File: src/rtl/pmg_pkg.sv
// Shared types for the peripheral module gating wrapper.
// Assumes: the control register holds only the run and idle-stop bits.
package pmg_pkg;

    // Decoded contents of the peripheral control register
    typedef struct packed {
        logic run;
        logic istop;
    } pmg_ctl_t;

    localparam pmg_ctl_t PMG_CTL_DEFAULT = '{run: 1'b0, istop: 1'b0};

    // Address classes seen by the wrapper
    typedef enum logic [1:0] {
        PMG_SEL_MODE = 2'd0,
        PMG_SEL_CTL  = 2'd1,
        PMG_SEL_CORE = 2'd2
    } pmg_sel_e;

endpackage

File: src/rtl/pmg_mode_reg.sv
// Module-off register. It is always accessible, and OFF_BIT holds the
// module-off flag. Assumes a single-cycle bus_wr strobe.
module pmg_mode_reg #(
    parameter int ADDR_W    = 4,
    parameter int DATA_W    = 16,
    parameter int MODE_ADDR = 0,
    parameter int OFF_BIT   = 0
) (
    input  logic              clk,
    input  logic              rst_n,
    input  logic [ADDR_W-1:0] bus_addr,
    input  logic              bus_wr,
    input  logic [DATA_W-1:0] bus_wdata,
    output logic              mod_off
);
    localparam logic [ADDR_W-1:0] MODE_A = ADDR_W'(MODE_ADDR);

    logic hit_wr;

    // Decode a write to the mode register
    always_comb hit_wr = bus_wr && (bus_addr == MODE_A);

    // Hold the module-off flag
    always_ff @(posedge clk) begin
        if (!rst_n)      mod_off <= 1'b0;
        else if (hit_wr) mod_off <= bus_wdata[OFF_BIT];
    end

    a_r2_mode_write: assert property (@(posedge clk) disable iff (!rst_n)
        (bus_wr && bus_addr == MODE_A) |=> (mod_off == $past(bus_wdata[OFF_BIT])));

    a_r2_mode_hold: assert property (@(posedge clk) disable iff (!rst_n)
        !(bus_wr && bus_addr == MODE_A) |=> $stable(mod_off));
endmodule

File: src/rtl/pmg_ctl_reg.sv
// Peripheral control register that holds the run and idle-stop bits.
// Writes are taken only while the module is on. While it is off, the
// register is forced to its default. Assumes a single-cycle bus_wr strobe.
module pmg_ctl_reg
    import pmg_pkg::*;
#(
    parameter int ADDR_W    = 4,
    parameter int DATA_W    = 16,
    parameter int CTL_ADDR  = 1,
    parameter int RUN_BIT   = 15,
    parameter int ISTOP_BIT = 13
) (
    input  logic              clk,
    input  logic              rst_n,
    input  logic              mod_off,
    input  logic [ADDR_W-1:0] bus_addr,
    input  logic              bus_wr,
    input  logic [DATA_W-1:0] bus_wdata,
    output pmg_ctl_t          ctl
);
    localparam logic [ADDR_W-1:0] CTL_A = ADDR_W'(CTL_ADDR);

    logic     hit_wr;
    pmg_ctl_t ctl_next;

    // Decode a write to the control register
    always_comb hit_wr = bus_wr && (bus_addr == CTL_A);

    // Pick the next control value: clear when off, load on a write, else hold
    always_comb begin
        ctl_next = ctl;
        if (mod_off) begin
            ctl_next = PMG_CTL_DEFAULT;
        end else if (hit_wr) begin
            ctl_next.run   = bus_wdata[RUN_BIT];
            ctl_next.istop = bus_wdata[ISTOP_BIT];
        end
    end

    // Control register flops
    always_ff @(posedge clk) begin
        if (!rst_n) ctl <= PMG_CTL_DEFAULT;
        else        ctl <= ctl_next;
    end

    a_r6_cleared_when_off: assert property (@(posedge clk) disable iff (!rst_n)
        mod_off |=> (ctl == PMG_CTL_DEFAULT));

    a_r4_ctl_write_blocked: assert property (@(posedge clk) disable iff (!rst_n)
        (mod_off && bus_wr && bus_addr == CTL_A) |=> (ctl == PMG_CTL_DEFAULT));

    a_r7_ctl_write_taken: assert property (@(posedge clk) disable iff (!rst_n)
        (!mod_off && bus_wr && bus_addr == CTL_A) |=>
        (ctl.run == $past(bus_wdata[RUN_BIT]) && ctl.istop == $past(bus_wdata[ISTOP_BIT])));
endmodule

File: src/rtl/pmg_gate.sv
// Combines the module-off flag, the control bits and the system idle flag
// into the clock enable and the functional enable for the core.
// Assumes sys_idle is synchronous to clk.
module pmg_gate
    import pmg_pkg::*;
(
    input  logic     clk,
    input  logic     rst_n,
    input  logic     sys_idle,
    input  logic     mod_off,
    input  pmg_ctl_t ctl,
    output logic     clk_en,
    output logic     fen
);
    logic idle_hold;

    // The core is held in idle only if it was told to stop there
    always_comb idle_hold = sys_idle && ctl.istop;

    // Functional enable ignores idle
    always_comb fen = ctl.run && !mod_off;

    // The clock runs only when the core is enabled and not held in idle
    always_comb clk_en = fen && !idle_hold;

    a_r8_idle_stop: assert property (@(posedge clk) disable iff (!rst_n)
        (sys_idle && ctl.istop) |-> !clk_en);

    a_r1_off_no_clock: assert property (@(posedge clk) disable iff (!rst_n)
        mod_off |-> (!clk_en && !fen));

    a_r9_clock_needs_fen: assert property (@(posedge clk) disable iff (!rst_n)
        clk_en |-> fen);

    a_r8_idle_runs_by_default: assert property (@(posedge clk) disable iff (!rst_n)
        (ctl.run && !ctl.istop && !mod_off) |-> clk_en);
endmodule

File: src/rtl/pmg_bus_mask.sv
// Address decode and access masking. It gates the core write strobe,
// builds the read images of the mode and control registers, and returns
// zero for blocked reads or when there is no read strobe.
// Assumes periph_rdata is valid in the same cycle as bus_rd.
module pmg_bus_mask
    import pmg_pkg::*;
#(
    parameter int ADDR_W    = 4,
    parameter int DATA_W    = 16,
    parameter int MODE_ADDR = 0,
    parameter int CTL_ADDR  = 1,
    parameter int OFF_BIT   = 0,
    parameter int RUN_BIT   = 15,
    parameter int ISTOP_BIT = 13
) (
    input  logic              clk,
    input  logic              rst_n,
    input  logic [ADDR_W-1:0] bus_addr,
    input  logic              bus_wr,
    input  logic              bus_rd,
    input  logic              mod_off,
    input  pmg_ctl_t          ctl,
    input  logic [DATA_W-1:0] periph_rdata,
    output logic              periph_wr,
    output logic              periph_clr,
    output logic [DATA_W-1:0] bus_rdata
);
    localparam logic [ADDR_W-1:0] MODE_A = ADDR_W'(MODE_ADDR);
    localparam logic [ADDR_W-1:0] CTL_A  = ADDR_W'(CTL_ADDR);

    pmg_sel_e          sel;
    logic [DATA_W-1:0] mode_img;
    logic [DATA_W-1:0] ctl_img;

    // Sort the address into mode, control or core space
    always_comb begin
        if (bus_addr == MODE_A)     sel = PMG_SEL_MODE;
        else if (bus_addr == CTL_A) sel = PMG_SEL_CTL;
        else                        sel = PMG_SEL_CORE;
    end

    // Build read images bit by bit; unimplemented bits read as zero
    for (genvar b = 0; b < DATA_W; b++) begin : g_img
        if (b == OFF_BIT) begin : g_off
            assign mode_img[b] = mod_off;
        end else begin : g_mz
            assign mode_img[b] = 1'b0;
        end
        if (b == RUN_BIT) begin : g_run
            assign ctl_img[b] = ctl.run;
        end else if (b == ISTOP_BIT) begin : g_ist
            assign ctl_img[b] = ctl.istop;
        end else begin : g_cz
            assign ctl_img[b] = 1'b0;
        end
    end

    // Pass core writes only while the module is on
    always_comb periph_wr = bus_wr && (sel == PMG_SEL_CORE) && !mod_off;

    // Hold the core at its defaults while the module is off
    always_comb periph_clr = mod_off;

    // Select and mask read data
    always_comb begin
        bus_rdata = '0;
        if (bus_rd) begin
            unique case (sel)
                PMG_SEL_MODE: bus_rdata = mode_img;
                PMG_SEL_CTL:  bus_rdata = mod_off ? '0 : ctl_img;
                default:      bus_rdata = mod_off ? '0 : periph_rdata;
            endcase
        end
    end

    a_r4_no_core_write_when_off: assert property (@(posedge clk) disable iff (!rst_n)
        mod_off |-> !periph_wr);

    a_r5_blocked_read_zero: assert property (@(posedge clk) disable iff (!rst_n)
        (mod_off && bus_addr != MODE_A) |-> (bus_rdata == '0));

    a_r10_idle_bus_zero: assert property (@(posedge clk) disable iff (!rst_n)
        !bus_rd |-> (bus_rdata == '0));

    a_r7_core_write_passes: assert property (@(posedge clk) disable iff (!rst_n)
        (!mod_off && bus_wr && bus_addr != MODE_A && bus_addr != CTL_A) |-> periph_wr);
endmodule

File: src/rtl/pmg_wrap.sv
// Peripheral module gating wrapper (top level). It ties together the
// module-off register, the control register, the clock-gating decision
// and the bus masking for one peripheral core. Assumes a synchronous bus
// whose write and read strobes are single-cycle and whose reads complete
// in the same cycle.
module pmg_wrap
    import pmg_pkg::*;
#(
    parameter int ADDR_W    = 4,
    parameter int DATA_W    = 16,
    parameter int MODE_ADDR = 0,
    parameter int CTL_ADDR  = 1,
    parameter int OFF_BIT   = 0,
    parameter int RUN_BIT   = 15,
    parameter int ISTOP_BIT = 13
) (
    input  logic              clk,
    input  logic              rst_n,
    input  logic              sys_idle,
    input  logic [ADDR_W-1:0] bus_addr,
    input  logic              bus_wr,
    input  logic [DATA_W-1:0] bus_wdata,
    input  logic              bus_rd,
    input  logic [DATA_W-1:0] periph_rdata,
    output logic              periph_clk_en,
    output logic              periph_fen,
    output logic              periph_wr,
    output logic              periph_clr,
    output logic [DATA_W-1:0] bus_rdata
);
    logic     mod_off;
    pmg_ctl_t ctl;

    pmg_mode_reg #(
        .ADDR_W(ADDR_W), .DATA_W(DATA_W),
        .MODE_ADDR(MODE_ADDR), .OFF_BIT(OFF_BIT)
    ) u_mode (
        .clk(clk), .rst_n(rst_n), .bus_addr(bus_addr),
        .bus_wr(bus_wr), .bus_wdata(bus_wdata), .mod_off(mod_off)
    );

    pmg_ctl_reg #(
        .ADDR_W(ADDR_W), .DATA_W(DATA_W), .CTL_ADDR(CTL_ADDR),
        .RUN_BIT(RUN_BIT), .ISTOP_BIT(ISTOP_BIT)
    ) u_ctl (
        .clk(clk), .rst_n(rst_n), .mod_off(mod_off), .bus_addr(bus_addr),
        .bus_wr(bus_wr), .bus_wdata(bus_wdata), .ctl(ctl)
    );

    pmg_gate u_gate (
        .clk(clk), .rst_n(rst_n), .sys_idle(sys_idle), .mod_off(mod_off),
        .ctl(ctl), .clk_en(periph_clk_en), .fen(periph_fen)
    );

    pmg_bus_mask #(
        .ADDR_W(ADDR_W), .DATA_W(DATA_W), .MODE_ADDR(MODE_ADDR),
        .CTL_ADDR(CTL_ADDR), .OFF_BIT(OFF_BIT), .RUN_BIT(RUN_BIT),
        .ISTOP_BIT(ISTOP_BIT)
    ) u_mask (
        .clk(clk), .rst_n(rst_n), .bus_addr(bus_addr), .bus_wr(bus_wr),
        .bus_rd(bus_rd), .mod_off(mod_off), .ctl(ctl),
        .periph_rdata(periph_rdata), .periph_wr(periph_wr),
        .periph_clr(periph_clr), .bus_rdata(bus_rdata)
    );

    a_r11_clear_follows_off: assert property (@(posedge clk) disable iff (!rst_n)
        periph_clr |-> (!periph_clk_en && !periph_wr));
endmodule

File: config.mk
export PLATFORM = sky130hd
export DESIGN_NAME = pmg_wrap
export DESIGN_NICKNAME = d
export VERILOG_FILES = /design/src/rtl/pmg_pkg.sv /design/src/rtl/pmg_mode_reg.sv /design/src/rtl/pmg_ctl_reg.sv /design/src/rtl/pmg_gate.sv /design/src/rtl/pmg_bus_mask.sv /design/src/rtl/pmg_wrap.sv
export SDC_FILE = /design/constraint.sdc
export NUM_CORES = 1
export LEC_CHECK = 0
export BUFFER_PORTS_ARGS = -buffer_cell sky130_fd_sc_hd__buf_2
export CAP_MARGIN = 20
export CORE_MARGIN = 3
export CORE_UTILIZATION = 30
export DETAILED_ROUTE_END_ITERATION = 16
export PLACE_DENSITY_LB_ADDON = 0.05
export SLEW_MARGIN = 10
export SYNTH_ARGS = -nofsm -noshare
export SYNTH_HDL_FRONTEND = slang
export SYNTH_HIERARCHICAL = 1
export SYNTH_SLANG_ARGS = --single-unit
export TNS_END_PERCENT = 50
File: constraint.sdc
create_clock -name clk -period 1.3 [get_ports clk]
set_input_delay 0 -clock clk [delete_from_list [all_inputs] [get_ports clk]]
set_output_delay 0 -clock clk [all_outputs]
set_load 0.02 [all_outputs]
==> results.txt <==
Status = complete, no violations
Final setup violation count = 0
Ports = 61
Setup repair bufs after CTS = 0
Cell mode on critical path = buf_4
Worst-path clk slew = 0.03 ns
Die Y = 44.48 um
Cell chain of the critical path = buf_4, nand4b_1, mux2i_1, buf_4
Vias in the first global route = 443
Sequential Area = 61.31 um^2
Sequential fraction of the synthesis area = 13.52%
Port Buf Inserts = 47
WP data required = 1.30 ns
Worst skew pair latency = 0.23 ns
Routed len/inst = 11.46 um
Crit end category = output pin
Final min period = 1.210 ns
Unrepaired setup endpoints after global routing = false
Slew headroom = 87.11%
Final Slew Violations = 0
First-pass GRT wire length = 1883 um
Clk sinks = 3
Rows = 13
Root cell of the clock tree = clkbuf_4
DP HPWL = 1044 um
Main synth FF type = dfxtp_1
Netlist cell types = 20
Die Area = 0.001978 mm^2
Most instantiated library cell after synthesis = nor3b_1
Post-Syn Instances = 45
List of most frequent post-synthesis cells = 13 x nor3b_1, 4 x nand3b_1, 3 x dfxtp_1, 3 x mux2i_1, 3 x nand2_1
Vias/cell = 4.800
Crit path kind = reg -> out
Starting Density = 32.90%
Main combinational cell family by area after synthesis = simple AND/OR/NAND/NOR gates
Top cells by area, synth = nor3b_1 22%, dfxtp_1 14%, mux2i_1 6.8%, nand3b_1 6.8%, nand4bb_4 6.2%
Synthesized area per cell = 9.871 um^2
# diodes = 0
Adder-Cell Fraction of Synth Area = 0%
Netlist Area Pre-Place = 444.2 um^2
Final hold vios = 0
Ratio of cells with drive above 1 in the final layout = 66.32%
Simple-Gate Fraction of Synth Area = 58.03%
Max-cap viol count = 0
Post-route clock period utilization = 93.11%
VDD IR-drop max = 405.7 uV
Post-route DRC = 0
Hold WS = 0.01579 ns
Synthesized Nets = 86
Leak = 0.3449 nW
Pwr/cell area = 613.0 mW/mm^2
GRT overflow = 0
Die width = 44.48 um
H-tree depth = 1
Synth-to-Final Area Change = 61.69%
Slowest Stage Delay on Critical Path = 0.33 ns
Total Neg Setup Slack = 0 ns
Synth top area share = 21.97%
CTS Buffer Depth = 2
GRT Total Usage = 12.54%
Synth Area in Compound Gates = 14.93%
Antenna violations before repair = 0
Tightest Pin Transition = 0.1934 ns
Wire length after detailed routing = 1261 um
Post-synth EDFFs = 0
Final Skew = 0.0008713 ns
Fillers = 143
Starting DRC count in detailed routing = 9
Hold Crit Class = in -> reg
Post-synthesis mux area share = 6.761%
Vias = 528
ANT nets after route = 0
R2r setup slk = 0.39 ns
Yosys warnings = 6
Synth area leader = nor3b_1
Critical Path AT = 1.21 ns
CORE AREA = 0.001350 mm^2
Multi-input gate area = 359.1 um^2
Synth Register Bits = 3
XOR/XNOR Fraction of Synth Area = 0%
Largest net degree at the start of global routing = 18
TritonCTS Buffers = 3
CP Max Fanout = 8
CTS Hold Bufs = 0
First drt pass iteration count = 4
Async set or reset register ratio after synthesis = 0%
Startpoint types = register
Largest delay share family, worst path = flip-flops
CTS tree = built
Nets = 137
CP max stage cell = dfxtp_2
RD Place Congestion = 0.5910
Peak Freq = 826.2 MHz
Worst Path Buf+Inv = 2
## flip-flops by register name, summed over array words and instances, names as in the netlist
register        cells
u_mode/mod_off      1
u_ctl/ctl           2
## metrics by stage
step / std cells / worst slack [ns] / util [%] / cell area [um^2] / total power, W
floorplan: 45 / 0.01975 / - / 444.2 / 0.0002000
CTS: 110 / 0.04671 / 52.92 / 714.4 / 0.0004474
global route: 110 / 0.005144 / 53.20 / 718.2 / 0.0004803
detailed placement: 106 / 0.2324 / 50.60 / 683.2 / 0.0002814
global placement: 106 / 0.2357 / 50.60 / 683.2 / 0.0002804
finish: 110 / 0.08961 / 53.20 / 718.2 / 0.0004402
## power breakdown
group          internal, W  leakage [nW]  switching (W)   total, W
clock network     0.000115        0.0150      0.0000436   0.000158
logic            0.0000839         0.305       0.000103   0.000187
registers        0.0000939        0.0247     0.00000117  0.0000951
total             0.000293         0.345       0.000148   0.000440
## kinds of logic (layout without fill, tap and decap cells)
family / count (synthesis) / in the layout
AND/OR/NAND/NOR: 29 / 29
AO/OA/AOI/OAI: 7 / 7
multiplexers: 3 / 3
buffers and inverters: 3 / 53
flip-flops: 3 / 3
## layer usage
layer,GRT usage (%),share of wire [%],up-vias
li1,-,-,277
met1,16.59,41,220
met2,18.62,46,31
met3,3.659,12,0
met4,5.422,0,0
met5,0,0,-
## final timing paths
| check | end | start | depth (start not counted) |
|---|---|---|---|
| worst max-delay path | bus_rdata[15] | u_mode/mod_off | 4 |
| worst min-delay path | u_ctl/ctl[1] | bus_wdata[15] | 3 |
| worst max register to register | u_ctl/ctl[1] | u_mode/mod_off | 3 |
| worst min register to register | u_mode/mod_off | u_mode/mod_off | 2 |
## what timing repair did
| item | CTS | global route |
|---|---|---|
| endpoints found under the hold margin | 0 | 0 |
| endpoints found under the setup margin | 1 | 4 |
| cloned | 0 | 0 |
| gates resized for setup | 1 | 2 |
## cell usage in the layout (no fill, tap or decap), drive strengths merged
master   Yosys  final
nand2        3      3
nor2b        1      1
dfxtp        3      3
nand2b       1      1
nand4bb      1      1
nor3b       14     14
o211ai       3      3
or4b         1      1
and2b        1      1
mux2i        3      3
clkbuf       0      4
nand3b       4      4
nand4b       2      2
a21boi       1      1
buf          3     49
o31ai        3      3
nor3         1      1
## worst min-delay path, delay by kind of cell
family                 cells  cell delay [ns]
buffers and inverters      1             0.09
and+or+nand+nor            1             0.05
AOI/OAI and AO/OA          1             0.05
## layout make-up
cell class | count | area share [%]
Timing Repair Buffer | 49 | 35.19
Clock buffer | 4 | 3.659
Tap cell | 15 | 2.613
Multi-Input combinational cell | 39 | 50.00
Sequential cell | 3 | 8.537
Note: power is estimated with default switching activity, not from simulation.
